File: src/rtl/sar_ctrl_pkg.sv
package sar_ctrl_pkg;

    localparam int RES_W     = 10;
    localparam int PAIR_W    = 16;
    localparam int CHAN_W    = 4;
    localparam int REF_W     = 2;
    localparam int PS_W      = 3;
    localparam int FIRST_LEN = 25;
    localparam int NORM_LEN  = 13;
    localparam int PAD_W     = PAIR_W - RES_W;

    typedef enum logic [1:0] {
        A_SEL    = 2'd0,
        A_CTRL   = 2'd1,
        A_RES_LO = 2'd2,
        A_RES_HI = 2'd3
    } reg_addr_e;

    typedef enum logic {
        ST_IDLE = 1'b0,
        ST_RUN  = 1'b1
    } seq_state_e;

    typedef struct packed {
        logic [REF_W-1:0]  refsel;
        logic              left;
        logic [CHAN_W-1:0] chan;
    } sel_reg_t;

    typedef struct packed {
        logic            en;
        logic            free;
        logic            ie;
        logic [PS_W-1:0] ps;
    } ctrl_reg_t;

    typedef struct packed {
        logic [CHAN_W-1:0] chan;
        logic [REF_W-1:0]  refsel;
    } conv_cfg_t;

    // Place a raw sample inside the 16-bit result pair.
    function automatic logic [PAIR_W-1:0] place_result(input logic [RES_W-1:0] v,
                                                       input logic left);
        if (left)
            return {v, {PAD_W{1'b0}}};
        else
            return {{PAD_W{1'b0}}, v};
    endfunction

endpackage

File: src/rtl/sar_ctrl_prescale.sv
module sar_ctrl_prescale
    import sar_ctrl_pkg::*;
#(
    parameter int SEL_W = PS_W
) (
    input  logic             clk,
    input  logic             rst,
    input  logic             run,
    input  logic [SEL_W-1:0] sel,
    output logic             tick
);
    localparam int CW = (1 << SEL_W) - 1;

    logic [CW-1:0]    cnt;
    logic [CW-1:0]    mask;
    logic [SEL_W-1:0] sh;

    // A select of zero divides by two, like a select of one.
    always_comb begin
        sh   = (sel == '0) ? SEL_W'(1) : sel;
        mask = CW'((64'd1 << sh) - 64'd1);
    end

    // The divider restarts whenever no conversion is running.
    always_ff @(posedge clk) begin
        if (rst || !run)
            cnt <= '0;
        else
            cnt <= cnt + CW'(1);
    end

    assign tick = run && ((cnt & mask) == mask);

endmodule

File: src/rtl/sar_ctrl_seq.sv
module sar_ctrl_seq
    import sar_ctrl_pkg::*;
#(
    parameter int FIRST_TICKS = FIRST_LEN,
    parameter int NORM_TICKS  = NORM_LEN
) (
    input  logic clk,
    input  logic rst,
    input  logic start_req,
    input  logic abort,
    input  logic tick,
    input  logic free,
    output logic busy,
    output logic done,
    output logic launch
);
    localparam int LW = $clog2(FIRST_TICKS);
    localparam logic [LW-1:0] LAST_FIRST = LW'(FIRST_TICKS - 1);
    localparam logic [LW-1:0] LAST_NORM  = LW'(NORM_TICKS - 1);

    seq_state_e    state;
    logic [LW-1:0] cnt;
    logic          first_q;
    logic          inited;
    logic [LW-1:0] last;
    logic          at_end;

    always_comb begin
        last   = first_q ? LAST_FIRST : LAST_NORM;
        at_end = (state == ST_RUN) && tick && (cnt == last);
        done   = at_end && !abort;
        launch = ((state == ST_IDLE) && start_req && !abort) || (done && free);
        busy   = (state == ST_RUN);
    end

    always_ff @(posedge clk) begin
        if (rst) begin
            state   <= ST_IDLE;
            cnt     <= '0;
            first_q <= 1'b0;
            inited  <= 1'b0;
        end else if (abort) begin
            state   <= ST_IDLE;
            cnt     <= '0;
            first_q <= 1'b0;
            inited  <= 1'b0;
        end else if (state == ST_IDLE) begin
            if (start_req) begin
                state   <= ST_RUN;
                cnt     <= '0;
                first_q <= !inited;
                inited  <= 1'b1;
            end
        end else if (tick) begin
            if (cnt == last) begin
                cnt     <= '0;
                first_q <= 1'b0;
                if (!free)
                    state <= ST_IDLE;
            end else begin
                cnt <= cnt + LW'(1);
            end
        end
    end

endmodule

File: src/rtl/sar_ctrl_result.sv
module sar_ctrl_result
    import sar_ctrl_pkg::*;
#(
    parameter int VAL_W = RES_W
) (
    input  logic             clk,
    input  logic             rst,
    input  logic             capture,
    input  logic [VAL_W-1:0] sample,
    input  logic             left,
    input  logic             rd_lo,
    input  logic             rd_hi,
    output logic [7:0]       lo_byte,
    output logic [7:0]       hi_byte
);
    logic [VAL_W-1:0]  res;
    logic [VAL_W-1:0]  snap;
    logic              frozen;
    logic [PAIR_W-1:0] live_pair;
    logic [PAIR_W-1:0] held_pair;

    always_ff @(posedge clk) begin
        if (rst) begin
            res    <= '0;
            snap   <= '0;
            frozen <= 1'b0;
        end else begin
            if (capture)
                res <= sample;
            if (rd_lo) begin
                snap   <= res;
                frozen <= 1'b1;
            end else if (rd_hi) begin
                frozen <= 1'b0;
            end
        end
    end

    // Justification is applied at read time, so it acts immediately.
    always_comb begin
        live_pair = place_result(res, left);
        held_pair = place_result(frozen ? snap : res, left);
        lo_byte   = live_pair[7:0];
        hi_byte   = held_pair[15:8];
    end

endmodule

File: src/rtl/sar_ctrl_top.sv
module sar_ctrl_top
    import sar_ctrl_pkg::*;
(
    input  logic              clk,
    input  logic              rst,
    input  logic [1:0]        bus_addr,
    input  logic              bus_wr,
    input  logic              bus_rd,
    input  logic [7:0]        bus_wdata,
    output logic [7:0]        bus_rdata,
    input  logic [RES_W-1:0]  sample_in,
    input  logic              gie,
    input  logic              irq_ack,
    output logic              irq,
    output logic [CHAN_W-1:0] conv_chan,
    output logic [REF_W-1:0]  conv_ref
);
    sel_reg_t  sel_q;
    ctrl_reg_t ctrl_q;
    conv_cfg_t cfg_q;
    logic      flag_q;

    logic wr_sel, wr_ctl, rd_lo, rd_hi;
    logic start_req, abort;
    logic tick, seq_busy, seq_done, seq_launch;
    logic [7:0] lo_byte, hi_byte;

    always_comb begin
        wr_sel    = bus_wr && (reg_addr_e'(bus_addr) == A_SEL);
        wr_ctl    = bus_wr && (reg_addr_e'(bus_addr) == A_CTRL);
        rd_lo     = bus_rd && (reg_addr_e'(bus_addr) == A_RES_LO);
        rd_hi     = bus_rd && (reg_addr_e'(bus_addr) == A_RES_HI);
        start_req = wr_ctl && bus_wdata[7] && bus_wdata[6];
        abort     = wr_ctl && !bus_wdata[7];
    end

    always_ff @(posedge clk) begin
        if (rst) begin
            sel_q  <= '0;
            ctrl_q <= '0;
            cfg_q  <= '0;
            flag_q <= 1'b0;
        end else begin
            if (wr_sel) begin
                sel_q.refsel <= bus_wdata[7:6];
                sel_q.left   <= bus_wdata[5];
                sel_q.chan   <= bus_wdata[3:0];
            end
            if (wr_ctl) begin
                ctrl_q.en   <= bus_wdata[7];
                ctrl_q.free <= bus_wdata[5];
                ctrl_q.ie   <= bus_wdata[3];
                ctrl_q.ps   <= bus_wdata[2:0];
            end
            if (seq_launch) begin
                cfg_q.chan   <= sel_q.chan;
                cfg_q.refsel <= sel_q.refsel;
            end
            if (seq_done)
                flag_q <= 1'b1;
            else if ((wr_ctl && bus_wdata[4]) || irq_ack)
                flag_q <= 1'b0;
        end
    end

    sar_ctrl_prescale #(.SEL_W(PS_W)) prescale_i (
        .clk  (clk),
        .rst  (rst),
        .run  (seq_busy),
        .sel  (ctrl_q.ps),
        .tick (tick)
    );

    sar_ctrl_seq #(.FIRST_TICKS(FIRST_LEN), .NORM_TICKS(NORM_LEN)) seq_i (
        .clk       (clk),
        .rst       (rst),
        .start_req (start_req),
        .abort     (abort),
        .tick      (tick),
        .free      (ctrl_q.free),
        .busy      (seq_busy),
        .done      (seq_done),
        .launch    (seq_launch)
    );

    sar_ctrl_result #(.VAL_W(RES_W)) result_i (
        .clk     (clk),
        .rst     (rst),
        .capture (seq_done),
        .sample  (sample_in),
        .left    (sel_q.left),
        .rd_lo   (rd_lo),
        .rd_hi   (rd_hi),
        .lo_byte (lo_byte),
        .hi_byte (hi_byte)
    );

    always_comb begin
        unique case (reg_addr_e'(bus_addr))
            A_SEL:    bus_rdata = {sel_q.refsel, sel_q.left, 1'b0, sel_q.chan};
            A_CTRL:   bus_rdata = {ctrl_q.en, seq_busy, ctrl_q.free, flag_q,
                                   ctrl_q.ie, ctrl_q.ps};
            A_RES_LO: bus_rdata = lo_byte;
            default:  bus_rdata = hi_byte;
        endcase
    end

    assign irq       = flag_q && ctrl_q.ie && gie;
    assign conv_chan = cfg_q.chan;
    assign conv_ref  = cfg_q.refsel;

endmodule

File: config.mk
export PLATFORM = sky130hd
export DESIGN_NAME = sar_ctrl_top
export DESIGN_NICKNAME = d
export VERILOG_FILES = /design/src/rtl/sar_ctrl_pkg.sv /design/src/rtl/sar_ctrl_prescale.sv /design/src/rtl/sar_ctrl_seq.sv /design/src/rtl/sar_ctrl_result.sv /design/src/rtl/sar_ctrl_top.sv
export SDC_FILE = /design/constraint.sdc
export NUM_CORES = 1
export LEC_CHECK = 0
export ABC_AREA = 1
export BUFFER_PORTS_ARGS = -buffer_cell sky130_fd_sc_hd__buf_2
export CORE_MARGIN = 8
export CORE_UTILIZATION = 35
export CTS_CLUSTER_SIZE = 20
export DETAILED_ROUTE_END_ITERATION = 12
export PLACE_DENSITY = 0.57
export SLEW_MARGIN = 20
export SYNTH_ARGS = -nofsm -noshare
export SYNTH_HDL_FRONTEND = slang
export SYNTH_HIERARCHICAL = 1
export SYNTH_SLANG_ARGS = --single-unit
export TNS_END_PERCENT = 10
File: constraint.sdc
create_clock -name clk -period 2.08 [get_ports clk]
set_input_delay 0.624 -clock clk [delete_from_list [all_inputs] [get_ports clk]]
set_output_delay 0.624 -clock clk [all_outputs]
set_load 0.02 [all_outputs]
==> out/summary.md, run 1 <==
* finished clean — status
* 0.0120 ns — worst clock skew
* 6830 um — Routed WL
* 0 — initial antenna violation count
* 11,900 um — global-route wire length before repair
* 0 — total global routing overflow
* output pin — Worst setup EP type
* reg -> reg — class of the tightest hold or removal check
* 551 — post-placement cell count
* 0 ns — total negative slack for setup checks
* 39.3% — part of the Yosys area used for sequential elements
* 0 — Routed Antenna Nets
* 3130 sq um — Area after DPL
* 15 — number of cells on the worst reg-to-reg path
* 7690 sq um — Core Area
* 2.03 ns — final period demand of the worst path
* 2.11 mW — Pwr Total
* 625 nW/um^2 — areal power density over the cells
* conv_chan[1] — end of the worst register-to-register path
* 12.8% — GRT Total Usage
* 0 — Post-CTS Hold Fix Bufs
* 22.6% — synth-to-layout area growth
* 0 — number of hold-slack violations in the final timing report
* 25.9% — fraction of final layout cells sized beyond drive strength 1
* yes — RSZ-0062 raised after global routing
* in -> out — start-to-end type of the worst setup path
* 0.10 ns — clock transition at the registers of the reported paths
* ctrl_q[2] — worst reg2reg startpoint
* 0.000253 V — Peak supply drop
* 4.66 — average via count per standard cell
* 1.38 nW — leakage power summed over all cells
* sky130_fd_sc_hd__clkbuf_8 — cell at the root of the clock tree
* 0 — count of antenna diodes in the layout
* seq_i/inited — Hold EP
* 2 — number of buffers on the longest clock path
* 401 — Cells after Synth
* seq_i/inited — hold wc startpoint
* 4 — detailed-routing iteration count for the pre-antenna-repair pass
* 6 — Syn. warnings
* 0.812 — global placer's final weighted congestion
* 2 — number of stages on the worst hold path
* 20 — maximum number of pins on one net before global-route repair
* 32 — number of rows created at floorplan
* 0 — final routed DRC violation total
* 0 — Slew Limit Fails
* 0.30 ns — clock latency on the worst-skew pair
* 35.8% — effective utilization at floorplan
* 0 — setup-violating endpoint count in the final report
* 561 — fin cells
* 32 — Distinct cells, synth
* 8 — critical-path maximum fanout
* 488 — Nets
* 95 — number of DRC violations after detailed-routing iteration 0
* 54 — flop and latch count out of synthesis
* 1.41 ns — WP data arrival
* 0.0497 ns — crit path setup slack, layout
* 5 — number of buffers inserted during clock tree synthesis
* 12.2 um — mean routed wirelength per cell
* 0.10 ns — worst setup slack for register-to-register paths
* 97.6% — final cycle utilization of the critical path
* input pin — Setup crit start kind
* 493 MHz — maximum frequency from static timing analysis
* 5390 um — HPWL after DPL
* 0.462 ns — worst slack on hold paths
* built — CTS tree
* 2750 sq um — Post-Synthesis Cell Area
* 105 um — die height
* 6.86 sq um — average footprint of a synthesized cell
* 41 — Boundary Pins
* 43.8% — end-of-flow core utilization
* 3370 sq um — post-route cell area
* 1.46 ns — CP Data Required Time
* -0.0279 ns — placement-stage worst setup slack
* 431 — Post-Synthesis Net Count
* 54 — clock sink count
* 105 um — chip width
* bus_addr[1] — startpoint of the most critical setup path
* 2,581 — via count of the first global-routing pass
* 2 — total number of H-tree levels
* 0 — number of max-capacitance violations reported
* 10,900 sq um — area of the die
* 2,613 — via count of the routed design
* 40 — # port buffers
## cells in the mapped netlist
master / instances / area [sq um]
sky130_fd_sc_hd__a31o_2: 1 / 8.76
sky130_fd_sc_hd__inv_6: 1 / 8.76
sky130_fd_sc_hd__nor3_1: 3 / 15.0
sky130_fd_sc_hd__nand2_2: 7 / 43.8
sky130_fd_sc_hd__conb_1: 1 / 3.75
sky130_fd_sc_hd__nand3_2: 2 / 20.0
sky130_fd_sc_hd__ha_1: 4 / 50.1
sky130_fd_sc_hd__buf_6: 7 / 78.8
sky130_fd_sc_hd__o21ai_1: 1 / 5.00
sky130_fd_sc_hd__buf_4: 1 / 7.51
sky130_fd_sc_hd__a21oi_1: 19 / 95.1
sky130_fd_sc_hd__xor2_1: 3 / 26.3
sky130_fd_sc_hd__o21a_1: 1 / 7.51
sky130_fd_sc_hd__o21ai_0: 23 / 115
sky130_fd_sc_hd__nor2_4: 2 / 22.5
sky130_fd_sc_hd__and3_1: 1 / 6.26
sky130_fd_sc_hd__dfxtp_1: 54 / 1080
sky130_fd_sc_hd__nor3b_1: 1 / 7.51
sky130_fd_sc_hd__nand3_1: 19 / 95.1
sky130_fd_sc_hd__nor2_1: 64 / 240
sky130_fd_sc_hd__nor2_2: 2 / 12.5
sky130_fd_sc_hd__inv_4: 1 / 6.26
sky130_fd_sc_hd__xnor2_1: 1 / 8.76
sky130_fd_sc_hd__clkbuf_1: 2 / 7.51
sky130_fd_sc_hd__a31oi_1: 1 / 6.26
sky130_fd_sc_hd__nand2_1: 110 / 413
sky130_fd_sc_hd__a21oi_2: 12 / 105
sky130_fd_sc_hd__nand2_4: 1 / 11.3
sky130_fd_sc_hd__inv_2: 3 / 11.3
sky130_fd_sc_hd__or2_0: 1 / 6.26
sky130_fd_sc_hd__nand4_1: 11 / 68.8
sky130_fd_sc_hd__inv_1: 41 / 154
## final cells by class
type | count | area [sq um]
clock inverter | 2 | 60.1
multi-input combinational | 291 | 1440
inverter | 46 | 190
clock buffer | 6 | 82.6
tap | 102 | 128
sequential | 54 | 1090
timing repair buffer | 60 | 384
fill | 849 | 4320
## layout by cell type (no fill, tap or decap), drive strengths merged, types with 2 or more instances in the layout
cell	Yosys	final
nor2	68	68
bufinv	0	2
dfxtp	54	54
nand3	21	21
a21oi	31	31
clkbuf	2	6
nand2	118	118
nand4	11	11
inv	46	46
buf	8	60
xor2	3	3
ha	4	4
nor3	3	3
o21ai	24	24
## registers in the layout (all words and copies together), names as in the netlist
name             count
flag_q               1
seq_i/first_q        1
conv_chan            4
prescale_i/cnt       7
seq_i/inited         1
ctrl_q               6
sel_q                7
result_i/snap        8
result_i/res        10
seq_i/busy           1
result_i/frozen      1
conv_ref             2
seq_i/cnt            5
## critical path, stage by stage
cell and delay (ns):
sky130_fd_sc_hd__buf_2 0.16, sky130_fd_sc_hd__inv_1 0.10, sky130_fd_sc_hd__nor2_4 0.17, sky130_fd_sc_hd__nand2_1 0.09, sky130_fd_sc_hd__nand4_1 0.09, sky130_fd_sc_hd__buf_2 0.17
## worst max path at each step
stage,end,slack [ns],depth (start not counted)
final,bus_rdata[7],0.05,6
after detailed placement,bus_rdata[7],-0.03,6
after global routing,conv_chan[3],-0.13,15
after floorplan,conv_chan[0],0.01,15
after global placement,bus_rdata[7],-0.04,6
after CTS,bus_rdata[2],0.0002,6
## routing by layer
layer / wire [um] / track usage, %
met5: 0 / 0
met4: 77 / 3.98
met3: 239 / 2.95
met2: 3150 / 20.9
met1: 3360 / 16.3
## cells by family (layout without fill, tap and decap cells)
| kind of cell | after synthesis | count (layout) | share of synthesized area (%) |
|---|---|---|---|
| adder cells (fa/ha/maj) | 4 | 4 | 1.82 |
| AO/OA/AOI/OAI | 58 | 58 | 12.5 |
| buffers and inverters | 56 | 114 | 9.97 |
| flip-flops | 54 | 54 | 39.3 |
| AND/OR/NAND/NOR | 224 | 224 | 35.0 |
| XOR/XNOR | 4 | 4 | 1.27 |
| other | 1 | 1 | 0.136 |
## where the power goes
group	leakage, nW	switching [mW]	internal [mW]
clock	0.0714	0.341	0.513
combinational	0.866	0.112	0.0726
sequential	0.439	0.0178	1.05
total	1.38	0.471	1.64
## timing repair
item                                    CTS  global route
endpoints found under the setup margin   13            26
setup buffers                             0             2
gates cloned                              0             0
resized for setup                         4            31
pin swaps                                 0             5
Note: power is estimated with default switching activity, not from simulation.
==> run 2, diff against run 1 <==
--- a/config.mk
+++ b/config.mk
@@ -11,7 +11,7 @@
 export CORE_UTILIZATION = 35
 export CTS_CLUSTER_SIZE = 20
 export DETAILED_ROUTE_END_ITERATION = 12
-export PLACE_DENSITY = 0.57
+export PLACE_DENSITY = 0.55
 export SLEW_MARGIN = 20
 export SYNTH_ARGS = -nofsm -noshare
 export SYNTH_HDL_FRONTEND = slang
==> run 2 against run 1 <==
  * Clock power fell by 16%
  * Critical endpoint unchanged
  * Clock-buffer cell count shrank 1
  * Die area did not move
  * Setup slack improved by 0.0011 ns
  * Global-route usage hardly changed
  * Largest power group unchanged
==> out/summary.md, run 2 (same netlist as run 1, synthesis figures left out) <==
* finished clean — status
* 1.36 nW — leakage power summed over all cells
* 88 — number of DRC violations after detailed-routing iteration 0
* result_i/res x10, result_i/snap x8 — biggest regs
* 0.000270 V — Peak supply drop
* 9.1% — share of total power in combinational logic
* 24.8% — switching part of the total
* 10 — number of flip-flops under the largest register name
* sky130_fd_sc_hd__dfxtp_4 — Worst path slowest cell
* 4 — detailed-routing iteration count for the pre-antenna-repair pass
* 4.64 — average via count per standard cell
* 2 — Buf+Inv Stages, Crit Path
* flip-flop — Setup crit start kind
* 2,606 — via count of the routed design
* sel_q[4] — startpoint of the most critical setup path
* 0 — Slew Limit Fails
* 105 um — chip width
* inv_2, o21ai_0, nand2_1, nand4_1, buf_2 — critical path, cell by cell
* 97.6% — final cycle utilization of the critical path
* 493 MHz — maximum frequency from static timing analysis
* 2,631 — via count of the first global-routing pass
* 54.3% — sequential fraction of design power
* 105 um — die height
* 562 — fin cells
* 294 um — metal3 WL
* 9 — critical-path maximum fanout
* yes — RSZ-0062 raised after global routing
* 25.4% — fraction of final layout cells sized beyond drive strength 1
* output pin — Worst setup EP type
* 1090 sq um — area taken by flip-flops and latches
* 0.31 ns — clock latency on the worst-skew pair
* 36.6% — clock share of power
* sky130_fd_sc_hd__nand2_1 (106), sky130_fd_sc_hd__nor2_1 (63), sky130_fd_sc_hd__dfxtp_1 (50) — most used cells in the layout excluding fill and tap cells
* 552 — post-placement cell count
* 0 — Routed Antenna Nets
* 12.7% — GRT Total Usage
* 0.42 ns — CP peak stage delay
* sky130_fd_sc_hd__clkbuf_8 — cell at the root of the clock tree
* sky130_fd_sc_hd__nand2_1 — most frequent standard cell in the layout excluding fill and tap cells
* 593 nW/um^2 — areal power density over the cells
* 35.8% — effective utilization at floorplan
* 1.41 ns — WP data arrival
* 5 — number of buffers inserted during clock tree synthesis
* met4 — highest routing layer actually used
* 0 — final routed DRC violation total
* 0 — setup-violating endpoint count in the final report
* 3190 um — met2 routed WL
* reg -> out — start-to-end type of the worst setup path
* 6990 um — Routed WL
* built — CTS tree
* 489 — Nets
* 41 — Boundary Pins
* 7690 sq um — Core Area
* 27 — maximum number of pins on one net before global-route repair
* 2.03 ns — final period demand of the worst path
* 0 — number of max-capacitance violations reported
* 3430 um — DRT met1 WL
* 1430 sq um — area used by multi-input combinational logic
* 1.48 mW — internal power
* ctrl_q[2] — worst reg2reg startpoint
* 0 — total global routing overflow
* seq_i/inited — hold wc startpoint
* 0 — Post-CTS Hold Fix Bufs
* 0.486 mW — switching component of the power
* reg -> reg — class of the tightest hold or removal check
* result_i/res — largest register by flop count
* 2 — total number of H-tree levels
* 12.4 um — mean routed wirelength per cell
* 20.4% — synth-to-layout area growth
* 10,900 sq um — area of the die
* 40 — # port buffers
* 0.850 — global placer's final weighted congestion
* 0 — count of antenna diodes in the layout
* 1.46 ns — CP Data Required Time
* 2 — number of buffers on the longest clock path
* 0 — initial antenna violation count
* flip-flops — critical path's top delay family
* 43.1% — end-of-flow core utilization
* 11,900 um — global-route wire length before repair
* 0 — number of hold-slack violations in the final timing report
* 32 — number of rows created at floorplan
* 842 — number of fill cells
* 0.0138 ns — worst clock skew
* 54 — clock sink count
* 5400 um — HPWL after DPL
* 0.11 ns — clock transition at the registers of the reported paths
run 2: cell count changes in the layout (fill, tap and decap cells not counted), moves of 2 or more:
cell,previous run,this run
sky130_fd_sc_hd__nor2_2,6,2
sky130_fd_sc_hd__buf_2,33,39
sky130_fd_sc_hd__clkinvlp_4,0,2
sky130_fd_sc_hd__nor2_1,58,63
sky130_fd_sc_hd__buf_4,25,20
run 2: per-stage QoR:
stage / worst slack (ns) / setup TNS, ns / hold slack [ns] / power, mW / area (sq um)
after CTS: 0.00593 / 0 / 0.474 / 1.98 / 3260
after global placement: -0.0222 / -0.0451 / 0.449 / 1.26 / 3130
after detailed placement: -0.0174 / -0.0434 / 0.458 / 1.27 / 3130
final: 0.0508 / 0 / 0.468 / 1.96 / 3310
after global routing: -0.124 / -0.778 / 0.494 / 2.06 / 3310
after floorplan: 0.0145 / 0 / 0.427 / 1.20 / 2750
run 2: routing by layer:
layer	vias up	GRT usage, %
met2	38	21.6
met1	1180	15.7
met4	0	3.57
met3	6	3.07
met5	-	0
li1	1382	-
run 2: layout make-up:
cell class,instances,area share [%]
multi-input cells,291,43.1
clock buffers,5,2.08
clock inverters,3,1.36
flip-flops and latches,54,33.0
well taps,102,3.86
inverters,46,5.52
repair buffers,61,11.1
run 2: worst paths after layout:
check | depth (start not counted) | slack, ns | endpoint
max | 5 | 0.05 | bus_rdata[7]
min | 2 | 0.47 | seq_i/inited
max reg2reg | 15 | 0.08 | conv_ref[1]
min reg2reg | 2 | 0.47 | seq_i/inited
run 2: repair_timing:
item,4_1_cts,5_1_grt
resized for setup,6,19
setup buffers,0,1
gates cloned,0,1
endpoints found under the hold margin,0,0
pin swaps,0,7
setup endpoints to repair,7,24
run 2: worst reg2reg max path: stages, from the launching register on:
cell and delay, ns:
sky130_fd_sc_hd__dfxtp_2 0.33, sky130_fd_sc_hd__inv_2 0.05, sky130_fd_sc_hd__nand2_1 0.05, sky130_fd_sc_hd__ha_1 0.26, sky130_fd_sc_hd__o21ai_1 0.06, sky130_fd_sc_hd__nor2_1 0.10
sky130_fd_sc_hd__nand2_1 0.07, sky130_fd_sc_hd__nor2_2 0.11, sky130_fd_sc_hd__nand2_2 0.07, sky130_fd_sc_hd__or2_0 0.21, sky130_fd_sc_hd__nor2_2 0.15, sky130_fd_sc_hd__nand2_1 0.12
sky130_fd_sc_hd__o21ai_4 0.11, sky130_fd_sc_hd__inv_2 0.10, sky130_fd_sc_hd__nor2_1 0.10, sky130_fd_sc_hd__nor2_1 0.05
run 2: power groups by stage:
stage               Sequential [mW]  Clock, mW  Combinational, mW
CTS                            1.07      0.739              0.179
floorplan                      1.09          0              0.110
global placement               1.09          0              0.175
global route                   1.07      0.787              0.200
detailed placement             1.09          0              0.176
finish                         1.06      0.717              0.179
==> run 3, diff against run 2 <==
--- a/config.mk
+++ b/config.mk
@@ -12,6 +12,7 @@
 export CTS_CLUSTER_SIZE = 20
 export DETAILED_ROUTE_END_ITERATION = 12
 export PLACE_DENSITY = 0.55
+export REMOVE_ABC_BUFFERS = 1
 export SLEW_MARGIN = 20
 export SYNTH_ARGS = -nofsm -noshare
 export SYNTH_HDL_FRONTEND = slang
==> run 3 against run 2 <==
  * Final cell count increased by 0.36%
  * Critical path depth increased by 2
  * Critical path type is now in -> out
  * Register-to-register slack got worse by 0.03 ns
  * Routed wire length decreased by 3.4%
  * First-iteration DRC count decreased by 15%
  * Critical endpoint is now bus_rdata[0]
  * Clock skew decreased by 0.0017 ns
  * Sequential power about the same
  * Fmax decreased by 0.25%
==> out/summary.md, run 3 (same netlist as run 1, synthesis figures left out) <==
* 3330 sq um — post-route cell area
* 0 — number of max-capacitance violations reported
* 25.1% — fraction of final layout cells sized beyond drive strength 1
* 491 — Nets
* 0 — number of hold-slack violations in the final timing report
* 20 — maximum number of pins on one net before global-route repair
* 3170 sq um — Area after DPL
* 0 — Post-CTS Hold Fix Bufs
* 4.60 — average via count per standard cell
* reg -> reg — class of the tightest hold or removal check
* 15 — number of cells on the worst reg-to-reg path
* sky130_fd_sc_hd__nand2_1 — most frequent standard cell in the layout excluding fill and tap cells
* 0.10 ns — clock transition at the registers of the reported paths
* yes — RSZ-0062 raised after global routing
* 0 — initial antenna violation count
* 0 — total global routing overflow
* 0 — setup-violating endpoint count in the final report
* 2,552 — via count of the first global-routing pass
* output pin — Worst setup EP type
* 2 — number of buffers on the longest clock path
* 0.000248 V — Peak supply drop
* 10,900 sq um — area of the die
* 1.36 nW — leakage power summed over all cells
* 105 um — die height
* finished clean — status
* 21.2% — synth-to-layout area growth
* 0 — Slew Limit Fails
* 0.05 ns — worst setup slack for register-to-register paths
* 2.03 ns — final period demand of the worst path
* 0.836 — global placer's final weighted congestion
* 35.8% — effective utilization at floorplan
* 2,592 — via count of the routed design
* result_i/res — largest register by flop count
* 14 — critical-path maximum fanout
* 4 — detailed-routing iteration count for the pre-antenna-repair pass
* 492 MHz — maximum frequency from static timing analysis
* 97.8% — final cycle utilization of the critical path
* 0.464 ns — worst slack on hold paths
* bus_rdata[0] — worst setup path end
* 0 — Routed Antenna Nets
* input pin — Setup crit start kind
* in -> out — start-to-end type of the worst setup path
* 12,000 um — global-route wire length before repair
* 0.31 ns — clock latency on the worst-skew pair
* 5 — number of buffers inserted during clock tree synthesis
* 5350 um — HPWL after DPL
* 12.0 um — mean routed wirelength per cell
* 1.46 ns — CP Data Required Time
* 105 um — chip width
* sky130_fd_sc_hd__clkbuf_8 — cell at the root of the clock tree
* result_i/res x10, result_i/snap x8 — biggest regs
* 0 — count of antenna diodes in the layout
* conv_chan[1] — end of the worst register-to-register path
* ctrl_q[2] — worst reg2reg startpoint
* 32 — number of rows created at floorplan
* 75 — number of DRC violations after detailed-routing iteration 0
* 566 nW/um^2 — areal power density over the cells
* 1.41 ns — WP data arrival
* 2 — total number of H-tree levels
* 3.13% — fraction of met3 tracks used by global routing
* 40 — # port buffers
* sky130_fd_sc_hd__nand2_1 (110), sky130_fd_sc_hd__nor2_1 (63), sky130_fd_sc_hd__dfxtp_1 (50) — most used cells in the layout excluding fill and tap cells
* 10 — number of flip-flops under the largest register name
* 16.7% — grt met1 use
* met2 — busiest layer in global routing
* 41 — Boundary Pins
* 0 — Post CTS Setup Buffer Count
* 7690 sq um — Core Area
* 12.8% — GRT Total Usage
* 20.8% — met2 GRT Util
* 6750 um — Routed WL
* 54 — clock sink count
* 0 — final routed DRC violation total
* 0.0121 ns — worst clock skew
* bus_addr[0] — startpoint of the most critical setup path
* built — CTS tree
[run 3: layout make-up]
class / instances / area [sq um]
clock buffers: 5 / 68.8
clock inverters: 3 / 28.8
fillers: 851 / 4360
inverters: 46 / 185
multi-input cells: 291 / 1410
flip-flops and latches: 54 / 1090
well taps: 102 / 128
repair buffers: 63 / 418
[run 3: critical path, cell delays in order]
cell and delay (ns):
sky130_fd_sc_hd__clkbuf_4 0.15, sky130_fd_sc_hd__inv_2 0.05, sky130_fd_sc_hd__nor2_4 0.11, sky130_fd_sc_hd__buf_12 0.14, sky130_fd_sc_hd__nand2_1 0.05, sky130_fd_sc_hd__nand4_1 0.10
sky130_fd_sc_hd__buf_2 0.17
[run 3: how the worst min path moves through the flow]
stage          slack [ns]                 to              start  cells after the start
5_1_grt              0.48   result_i/snap[7]   result_i/snap[7]                      2
2_1_floorplan        0.43  prescale_i/cnt[0]  prescale_i/cnt[0]                      1
3_3_place_gp         0.45  prescale_i/cnt[0]  prescale_i/cnt[0]                      1
6_report             0.46       seq_i/inited       seq_i/inited                      2
3_5_place_dp         0.45       seq_i/inited       seq_i/inited                      2
4_1_cts              0.47       seq_i/inited       seq_i/inited                      2
[run 3: metrics by stage]
stage	setup TNS, ns	total power, mW	utilization [%]	cells	setup WS (ns)
global route	-1.26	1.98	43.3	564	-0.110
finish	0	1.89	43.3	564	0.0457
detailed placement	-0.338	1.27	41.2	556	-0.0513
CTS	-0.0113	1.91	42.5	564	-0.00483
floorplan	-2.08	1.17	-	391	-0.328
global placement	0	1.27	41.2	556	0.00139
[run 3: power breakdown]
part / internal (mW) / switching [mW] / leakage (nW)
Clock: 0.253 / 0.378 / 0.0506
Sequential: 1.05 / 0.0169 / 0.439
Combinational: 0.0781 / 0.112 / 0.875
[run 3: metal layers]
layer,wire [um],vias up
li1,-,1384
met1,3390,1172
met5,0,-
met4,62,0
met2,3040,30
met3,262,6
[run 3: repair_timing]
item,CTS,global route
resized for setup,4,32
pin swaps,1,15
gates cloned,0,0
hold endpoints to repair,0,0
setup endpoints to repair,24,26
